===== src/rtl/sreg_pkg.sv =====
package sreg_pkg;

    typedef enum logic [2:0] {
        PH_IDLE,
        PH_SYNC,
        PH_DIR,
        PH_ADDR,
        PH_TURN,
        PH_RDATA,
        PH_WDATA,
        PH_TERM
    } sreg_phase_e;

endpackage


===== src/rtl/sreg_seq.sv =====
module sreg_seq
    import sreg_pkg::*;
#(
    parameter int ADDR_W   = 8,
    parameter int DATA_W   = 8,
    parameter int TURN_CYC = 1
) (
    input  logic        clk,
    input  logic        rst_n,
    input  logic        req_valid,
    input  logic        req_read,
    output logic        accept,
    output sreg_phase_e phase,
    output logic        is_read,
    output logic        rx_last,
    output logic        done
);

    localparam int MAXN0 = (ADDR_W > DATA_W) ? ADDR_W : DATA_W;
    localparam int MAXN  = (MAXN0 > TURN_CYC) ? MAXN0 : TURN_CYC;
    localparam int CW    = $clog2(MAXN + 1);
    localparam logic [CW-1:0] ADDR_LAST = CW'(ADDR_W - 1);
    localparam logic [CW-1:0] DATA_LAST = CW'(DATA_W - 1);
    localparam logic [CW-1:0] TURN_LAST = CW'(TURN_CYC - 1);

    typedef struct packed {
        sreg_phase_e   phase;
        logic [CW-1:0] cnt;
        logic          rd;
        logic          done;
    } seq_t;

    seq_t st_d, st_q;

    always_comb begin
        st_d      = st_q;
        st_d.done = 1'b0;
        accept    = 1'b0;
        unique case (st_q.phase)
            PH_IDLE: begin
                if (req_valid) begin
                    accept     = 1'b1;
                    st_d.phase = PH_SYNC;
                    st_d.rd    = req_read;
                end
            end
            PH_SYNC: st_d.phase = PH_DIR;
            PH_DIR: begin
                st_d.phase = PH_ADDR;
                st_d.cnt   = '0;
            end
            PH_ADDR: begin
                if (st_q.cnt == ADDR_LAST) begin
                    st_d.cnt   = '0;
                    st_d.phase = st_q.rd ? PH_TURN : PH_WDATA;
                end else begin
                    st_d.cnt = st_q.cnt + 1'b1;
                end
            end
            PH_WDATA: begin
                if (st_q.cnt == DATA_LAST) begin
                    st_d.cnt   = '0;
                    st_d.phase = PH_TERM;
                end else begin
                    st_d.cnt = st_q.cnt + 1'b1;
                end
            end
            PH_TERM: begin
                st_d.phase = PH_IDLE;
                st_d.done  = 1'b1;
            end
            PH_TURN: begin
                if (st_q.cnt == TURN_LAST) begin
                    st_d.cnt   = '0;
                    st_d.phase = PH_RDATA;
                end else begin
                    st_d.cnt = st_q.cnt + 1'b1;
                end
            end
            PH_RDATA: begin
                if (st_q.cnt == DATA_LAST) begin
                    st_d.cnt   = '0;
                    st_d.phase = PH_IDLE;
                    st_d.done  = 1'b1;
                end else begin
                    st_d.cnt = st_q.cnt + 1'b1;
                end
            end
            default: st_d.phase = PH_IDLE;
        endcase
    end

    always_ff @(posedge clk or negedge rst_n) begin
        if (!rst_n) begin
            st_q <= '{phase: PH_IDLE, cnt: '0, rd: 1'b0, done: 1'b0};
        end else begin
            st_q <= st_d;
        end
    end

    assign phase   = st_q.phase;
    assign is_read = st_q.rd;
    assign done    = st_q.done;
    assign rx_last = (st_q.phase == PH_RDATA) && (st_q.cnt == DATA_LAST);


    turn_then_data_chk: assert property (@(posedge clk) disable iff (!rst_n)
        (st_q.phase == PH_TURN && st_q.cnt == TURN_LAST) |=> (st_q.phase == PH_RDATA));


    no_accept_busy_chk: assert property (@(posedge clk) disable iff (!rst_n)
        (st_q.phase != PH_IDLE) |=> (st_q.phase != PH_SYNC));

endmodule


===== src/rtl/sreg_shifter.sv =====
module sreg_shifter
    import sreg_pkg::*;
#(
    parameter int ADDR_W = 8,
    parameter int DATA_W = 8
) (
    input  logic              clk,
    input  logic              rst_n,
    input  logic              load,
    input  logic [ADDR_W-1:0] addr,
    input  logic [DATA_W-1:0] wdata,
    input  sreg_phase_e       phase,
    input  logic              rx_last,
    input  logic              din,
    output logic              tx_bit,
    output logic [DATA_W-1:0] rdata
);

    localparam int TXW = ADDR_W + DATA_W;

    typedef struct packed {
        logic [TXW-1:0]    tx;
        logic [DATA_W-1:0] rx;
        logic [DATA_W-1:0] rdata;
    } shf_t;

    shf_t sh_d, sh_q;
    logic [DATA_W-1:0] rx_next;

    always_comb begin
        sh_d    = sh_q;
        rx_next = {sh_q.rx[DATA_W-2:0], din};
        if (load) begin
            sh_d.tx = {addr, wdata};
        end else if (phase == PH_ADDR || phase == PH_WDATA) begin
            sh_d.tx = {sh_q.tx[TXW-2:0], 1'b0};
        end
        if (phase == PH_RDATA) begin
            sh_d.rx = rx_next;
        end
        if (rx_last) begin
            sh_d.rdata = rx_next;
        end
    end

    always_ff @(posedge clk or negedge rst_n) begin
        if (!rst_n) begin
            sh_q <= '0;
        end else begin
            sh_q <= sh_d;
        end
    end

    assign tx_bit = sh_q.tx[TXW-1];
    assign rdata  = sh_q.rdata;


    rdata_hold_chk: assert property (@(posedge clk) disable iff (!rst_n)
        (phase != PH_RDATA) |=> $stable(sh_q.rdata));

endmodule


===== src/rtl/sreg_master.sv =====
module sreg_master
    import sreg_pkg::*;
#(
    parameter int ADDR_W   = 8,
    parameter int DATA_W   = 8,
    parameter int TURN_CYC = 1
) (
    input  logic              clk,
    input  logic              rst_n,
    input  logic              req_valid,
    input  logic              req_read,
    input  logic [ADDR_W-1:0] req_addr,
    input  logic [DATA_W-1:0] req_wdata,
    output logic              busy,
    output logic              done,
    output logic [DATA_W-1:0] rd_data,
    output logic              sio_oe,
    output logic              sio_out,
    input  logic              sio_in
);

    sreg_phase_e phase;
    logic        accept;
    logic        is_read;
    logic        rx_last;
    logic        tx_bit;

    sreg_seq #(
        .ADDR_W  (ADDR_W),
        .DATA_W  (DATA_W),
        .TURN_CYC(TURN_CYC)
    ) u_seq (
        .clk      (clk),
        .rst_n    (rst_n),
        .req_valid(req_valid),
        .req_read (req_read),
        .accept   (accept),
        .phase    (phase),
        .is_read  (is_read),
        .rx_last  (rx_last),
        .done     (done)
    );

    sreg_shifter #(
        .ADDR_W(ADDR_W),
        .DATA_W(DATA_W)
    ) u_shf (
        .clk    (clk),
        .rst_n  (rst_n),
        .load   (accept),
        .addr   (req_addr),
        .wdata  (req_wdata),
        .phase  (phase),
        .rx_last(rx_last),
        .din    (sio_in),
        .tx_bit (tx_bit),
        .rdata  (rd_data)
    );

    always_comb begin
        busy   = (phase != PH_IDLE);
        sio_oe = !((phase == PH_TURN) || (phase == PH_RDATA));
        unique case (phase)
            PH_SYNC:           sio_out = 1'b1;
            PH_DIR:            sio_out = is_read;
            PH_ADDR, PH_WDATA: sio_out = tx_bit;
            default:           sio_out = 1'b0;
        endcase
    end


    sync_first_chk: assert property (@(posedge clk) disable iff (!rst_n)
        $rose(busy) |-> (sio_oe && sio_out));


    done_at_end_chk: assert property (@(posedge clk) disable iff (!rst_n)
        $fell(busy) |-> done);


    done_pulse_chk: assert property (@(posedge clk) disable iff (!rst_n)
        done |=> !done);


    idle_low_chk: assert property (@(posedge clk) disable iff (!rst_n)
        !busy |-> (sio_oe && !sio_out));


    idle_rdata_chk: assert property (@(posedge clk) disable iff (!rst_n)
        !busy |=> $stable(rd_data));

endmodule


===== config.mk =====
export PLATFORM = sky130hd
export DESIGN_NAME = sreg_master
export DESIGN_NICKNAME = d
export VERILOG_FILES = /design/src/rtl/sreg_pkg.sv /design/src/rtl/sreg_seq.sv /design/src/rtl/sreg_shifter.sv /design/src/rtl/sreg_master.sv
export SDC_FILE = /design/constraint.sdc
export NUM_CORES = 1
export LEC_CHECK = 0
export ABC_AREA = 1
export BUFFER_PORTS_ARGS = -buffer_cell sky130_fd_sc_hd__buf_2
export CORE_UTILIZATION = 52
export DETAILED_ROUTE_END_ITERATION = 8
export GPL_TIMING_DRIVEN = 0
export PLACE_DENSITY = 0.85
export REMOVE_ABC_BUFFERS = 1
export SYNTH_ARGS = -nofsm -noshare
export SYNTH_HDL_FRONTEND = slang
export SYNTH_SLANG_ARGS = --single-unit

===== constraint.sdc =====
create_clock -name clk -period 2.1 [get_ports clk]
set_input_delay 0.42 -clock clk [delete_from_list [all_inputs] [get_ports clk]]
set_output_delay 0.42 -clock clk [all_outputs]
set_load 0.03 [all_outputs]

# Yosys cells after proc, flatten, opt, wreduce, memory -nomap -nowiden
# Index checks and enable logic that the tools add are counted.
[totals] register_bits=40 inputBits=21
[classes] n_addsub=1 eq_ne=13 muxes=17 n_reduce_logical=13
[op_table] cell="16-bit 2-to-1 mux" n=2
[op_table] cell="3-bit case mux with 8 select lines" n=1
[op_table] cell="3-bit 2-to-1 mux" n=5
[op_table] cell="3-bit equality test, second input constant" n=4
[op_table] cell="4-bit case mux with 3 select lines" n=1
[op_table] cell="4-bit 2-to-1 mux" n=2
[op_table] cell="2-bit by 1-bit != test with 1-bit output, second input constant" n=4
[op_table] cell="3-bit by 2-bit equality test with 1-bit output, second input constant" n=2
[op_table] cell="3-bit nonzero test" n=2
[op_table] cell="5-bit AND reduction" n=1
[op_table] cell="4-bit by 1-bit adder with 4-bit output, second input constant" n=1
[op_table] cell="4-bit by 3-bit equality test with 1-bit output, second input constant" n=1
[op_table] cell="4-bit logical NOT" n=1
[op_table] cell="3-bit by 1-bit equality test with 1-bit output, second input constant" n=1
[op_table] cell="3-bit logical NOT" n=1
[op_table] cell="1-bit 2-to-1 mux" n=3
[op_table] cell="1-bit case mux with 3 select lines" n=1
[op_table] cell="3-bit OR reduction" n=1
[op_table] cell="1-bit logical OR" n=2
[op_table] cell="2-bit 2-to-1 mux" n=1
[op_table] cell="2-bit != test, second input constant" n=1
[op_table] cell="1-bit case mux with 2 select lines" n=1
[op_table] cell="2-bit AND reduction" n=1
[op_table] cell="2-bit nonzero test" n=1
[op_table] cell="3 further kinds" n=3

# Depth between registers and ports, before layout
[depth] word_depth=4 mapped_depth=8 depth_no_buf=7

# Modules after synthesis
# From an unflattened synthesis, not the netlist that was laid out.
[unflattened] cells_unflattened=291 hier_area_um2=2247.2
[modules_own_cells] module="sreg_shifter" instances=1 cells_per_inst=182 area_per_inst_um2=1550.2
[modules_own_cells] module="sreg_seq" instances=1 cells_per_inst=92 area_per_inst_um2=633.1
[modules_own_cells] module="sreg_master" instances=1 cells_per_inst=17 area_per_inst_um2=63.8

# Worst setup path before layout
# OpenSTA, ideal clock, no wires.
[synth_timing] kind="flip-flop to output port" start="register u_seq.st_q (netlist bit u_seq.phase[2])" end="output port sio_out" t_arrival_ps=1065 path_slack_ps=615 stages_incl_launch_ff=7 path_cell_list="dfrtp_1 > buf_4 > inv_2 > nand3_1 > nand2_1 > nand2_1 > nand3_1"
[synth_via] elab_chain_cells=3 elab_cells_between_ends=6 classes_between="4 x eq/ne; 1 x mux; 1 x reduce/logical"
[synth_rtl] element="start: declaration" line_no="sreg_seq.sv:33" text="seq_t st_d, st_q;"
[synth_rtl] element="start signal: assignment" line_no="sreg_seq.sv:95" text="st_q <= '{phase: PH_IDLE, cnt: '0, rd: 1'b0, done: 1'b0};"
[synth_rtl] element="start signal: assignment" line_no="sreg_seq.sv:97" text="st_q <= st_d;"
[synth_rtl] element="3-bit by 2-bit equality test with 1-bit output / 3-bit equality test (equally long branches)" line_no="sreg_master.sv:63" text="unique case (phase)"
[synth_rtl] element="2-bit OR reduction" line_no="sreg_master.sv:63"
[synth_rtl] element="1-bit case mux with 3 select lines *" line_no="sreg_master.sv:63"
[synth_rtl] element="end: declaration" line_no="sreg_master.sv:18" text="output logic sio_out,"
# Mark *: on every way between the ends. The rest lies on a longest branch, timed or not.

# Worst setup path after layout
# Ends and elaborated chain as after synthesis.

==> flow_summary.ini <==
[status]
result_of_the_run = finished clean

[setup_path]
timing.critical_path.fanout_max = 9
critPathRequiredTime_ns = 1.68
worst-endpoint-arrival_ns = 1.54
critPathCaptureType = output port
worst_setup_path_start_kind = flop
path_class = reg2out

[final_layout]
finish.cell_count_without_fillers = 291
finish.instance_area_um2 = 2190
synthToLayoutAreaGrowth_pct = 10.2
nets = 266
postLayoutCoreUtil_pct = 59.9
fillerInstances = 332
post_route_cells_drive_above_1_share_pct = 24.3
antenna_cells = 0

[timing]
slew-limit-headroom_pct = 42.9
final.setup.tns_ns = 0
period_share_pct = 93.2
finalSetupViolCount = 0
worst_pin_slew_ns = 0.857
timing.fmax_mhz = 511
finalMaxSlewViolations = 0
final_period_minus_worst_setup_slack_ns = 1.96
grt_setup_unrepaired = false
timing.clock.skew_ns = 0.00572
hold_viol_final = 0

[cts]
cts_htree_levels = 2
cts_sink_count = 40
maximum_clock_path_buffer_count = 2
tritoncts.num_buffers = 5
insertion_delay_ns = 0.29
tritoncts = done
clk_root_buffer_cell = sky130_fd_sc_hd__clkbuf_8
cts.hold.buffers_added = 0
post_cts_buffers = 0
clk_transition_reported_paths_ns = 0.08
ctsResizeCount = 0

[yosys]
yosysUniqueCellTypes = 27
yosysWarningCount = 0
dominantRegCellSynth = sky130_fd_sc_hd__dfrtp_1
ys_async_sr_fraction_pct = 100
yosysSeqAreaShare_pct = 50.3
syn-cell-area_um2 = 1990
syn_area_per_cell_um2 = 8.96
syn-instance-count = 222
yosys_register_bits = 40
post_synth_edffs = 0

[detailed_routing]
num_vias = 1493
remaining_drc_errors = 0
routed_wire_length_um = 3530
drt-wirelength-per-cell_um = 12.1
drt_pass1_iterations = 4
drt-vias-per-instance = 5.13
antenna_left = 0
drt_first_iter_violations = 78

[job]
maxCapViolations = 0

[global_routing]
first_global_vias = 1471
grt_antenna_before_repair = 0
first_pass_grt_wire_length_um = 6380
global_route.usage.total_pct = 20.4
gr-total-overflow = 0
grt_max_degree = 41

[floorplan]
core_area_um2 = 3660
num_rows = 22
die_h_um = 63.9
die_w_um = 63.9
boundaryPins = 33
area_of_the_die_um2 = 4080
starting_density_of_the_core_pct = 54.3

[power]
power.density_nw_per_um2 = 1490
vdd.ir_drop.worst_mv = 0.776
p_leak_nw = 1.09
total_power_mw = 3.26

[placement]
numPortBuffers = 32
globalplace.congestion = 0.840
placement.cell_area_um2 = 2060
detailed_place_hpwl_um = 2430
cell_count_post_placement = 284

[min_path]
hp-class = in2async
synth_stat cells (2+ instances only):
cell / instances / area share (%)
sky130_fd_sc_hd__nand3_1: 17 / 4.3
sky130_fd_sc_hd__o21ai_1: 4 / 1.0
sky130_fd_sc_hd__o22ai_1: 11 / 3.5
sky130_fd_sc_hd__a21oi_1: 2 / 0.50
sky130_fd_sc_hd__buf_6: 6 / 3.4
sky130_fd_sc_hd__nor2_1: 24 / 4.5
sky130_fd_sc_hd__o21ai_2: 8 / 3.5
sky130_fd_sc_hd__o21ai_0: 9 / 2.3
sky130_fd_sc_hd__ha_1: 2 / 1.3
sky130_fd_sc_hd__inv_1: 20 / 3.8
sky130_fd_sc_hd__nand3_4: 2 / 1.8
sky130_fd_sc_hd__buf_4: 10 / 3.8
sky130_fd_sc_hd__o211ai_1: 3 / 1.1
sky130_fd_sc_hd__nand2_1: 45 / 8.5
sky130_fd_sc_hd__nand4_1: 4 / 1.3
sky130_fd_sc_hd__inv_2: 2 / 0.38
sky130_fd_sc_hd__dfrtp_1: 40 / 50
sky130_fd_sc_hd__nand2_2: 4 / 1.3
routing by layer:
metal / up-vias / wire, um / track usage [%]
met4: 0 / 48 / 7.39
met3: 7 / 192 / 7.32
met2: 32 / 1720 / 34.0
met1: 704 / 1570 / 24.1
li1: 750 / - / -
met5: - / 0 / 0
through the flow:
step	hold WS [ns]	worst slack [ns]
after floorplan	0.124	0.531
after global placement	0.460	0.259
after detailed placement	0.462	0.222
after CTS	0.267	0.126
after global routing	0.320	0.0335
final	0.227	0.143
cell usage in the layout (no fill, tap or decap), types with 2 or more instances in the layout:
cell type	n
sky130_fd_sc_hd__o21ai_0	9
sky130_fd_sc_hd__nand2_2	3
sky130_fd_sc_hd__buf_2	32
sky130_fd_sc_hd__o21ai_1	4
sky130_fd_sc_hd__nand3_1	17
sky130_fd_sc_hd__nand2_1	45
sky130_fd_sc_hd__a21oi_1	2
sky130_fd_sc_hd__clkbuf_8	5
sky130_fd_sc_hd__ha_1	2
sky130_fd_sc_hd__o211ai_1	3
sky130_fd_sc_hd__inv_2	2
sky130_fd_sc_hd__nand4_1	4
sky130_fd_sc_hd__nor2_1	24
sky130_fd_sc_hd__bufinv_16	2
sky130_fd_sc_hd__nand3_4	2
sky130_fd_sc_hd__o22ai_1	11
sky130_fd_sc_hd__dfrtp_1	40
sky130_fd_sc_hd__o21ai_2	8
sky130_fd_sc_hd__inv_1	20
cells by family after synthesis:
group | share of synthesized area, %
AOI/OAI and AO/OA | 12.4
xor gates and xnor gates | 0.881
adders and majority gates | 1.26
buffers and inverters | 12.2
DFF | 50.3
and+or+nand+nor | 23.0
state kept, by name, summed over array words and instances (netlist names):
| signal | cells |
|---|---|
| u_seq.phase | 3 |
| u_shf.sh_q | 15 |
| u_shf.rdata | 8 |
| u_seq.is_read | 1 |
| u_seq.done | 1 |
| u_seq.st_q | 4 |
| u_shf.rx_next | 7 |
| u_shf.tx_bit | 1 |
worst max-delay path: stages (launching register included):
cell and delay, ns:
sky130_fd_sc_hd__dfrtp_1 0.49, sky130_fd_sc_hd__inv_2 0.20, sky130_fd_sc_hd__nand3_1 0.15, sky130_fd_sc_hd__nand2_1 0.10, sky130_fd_sc_hd__nand2_1 0.05, sky130_fd_sc_hd__nand3_1 0.06
sky130_fd_sc_hd__buf_2 0.20
power by group:
part,internal [mW],switching (mW)
clock,0.468,0.262
sequential,1.04,0.220
combinational,0.432,0.840
total,1.94,1.32
layout make-up:
type	count	area [um^2]	share of cell area, %
Clock buffer	5	68.8	3.14
Clock inverter	2	60.1	2.74
Inverter	23	91.3	4.17
Multi-Input combinational cell	141	751	34.2
Sequential cell	40	1000	45.7
Tap cell	48	60.1	2.74
Timing Repair Buffer	32	160	7.31
path summary, 6_finish.rpt:
check                                        endpoint  cells past startpoint                  startpoint  slack, ns
max in group asynchronous  u_shf.sh_q[30]$_DFFE_PN0P_                      1                       rst_n       1.33
hold / removal             u_shf.rdata[3]$_DFFE_PN0P_                      1                       rst_n       0.23
setup reg to reg             u_shf.tx_bit$_DFFE_PN0P_                      6  u_seq.phase[1]$_DFFE_PN0P_       0.29
setup / recovery                              sio_out                      6  u_seq.phase[2]$_DFFE_PN0P_       0.14
hold reg to reg            u_shf.rdata[7]$_DFFE_PN0P_                      2  u_shf.rdata[7]$_DFFE_PN0P_       0.48
min in group clk            u_seq.is_read$_DFFE_PN0P_                      3                    req_read       0.33
Power figures use the tool's default switching activity.
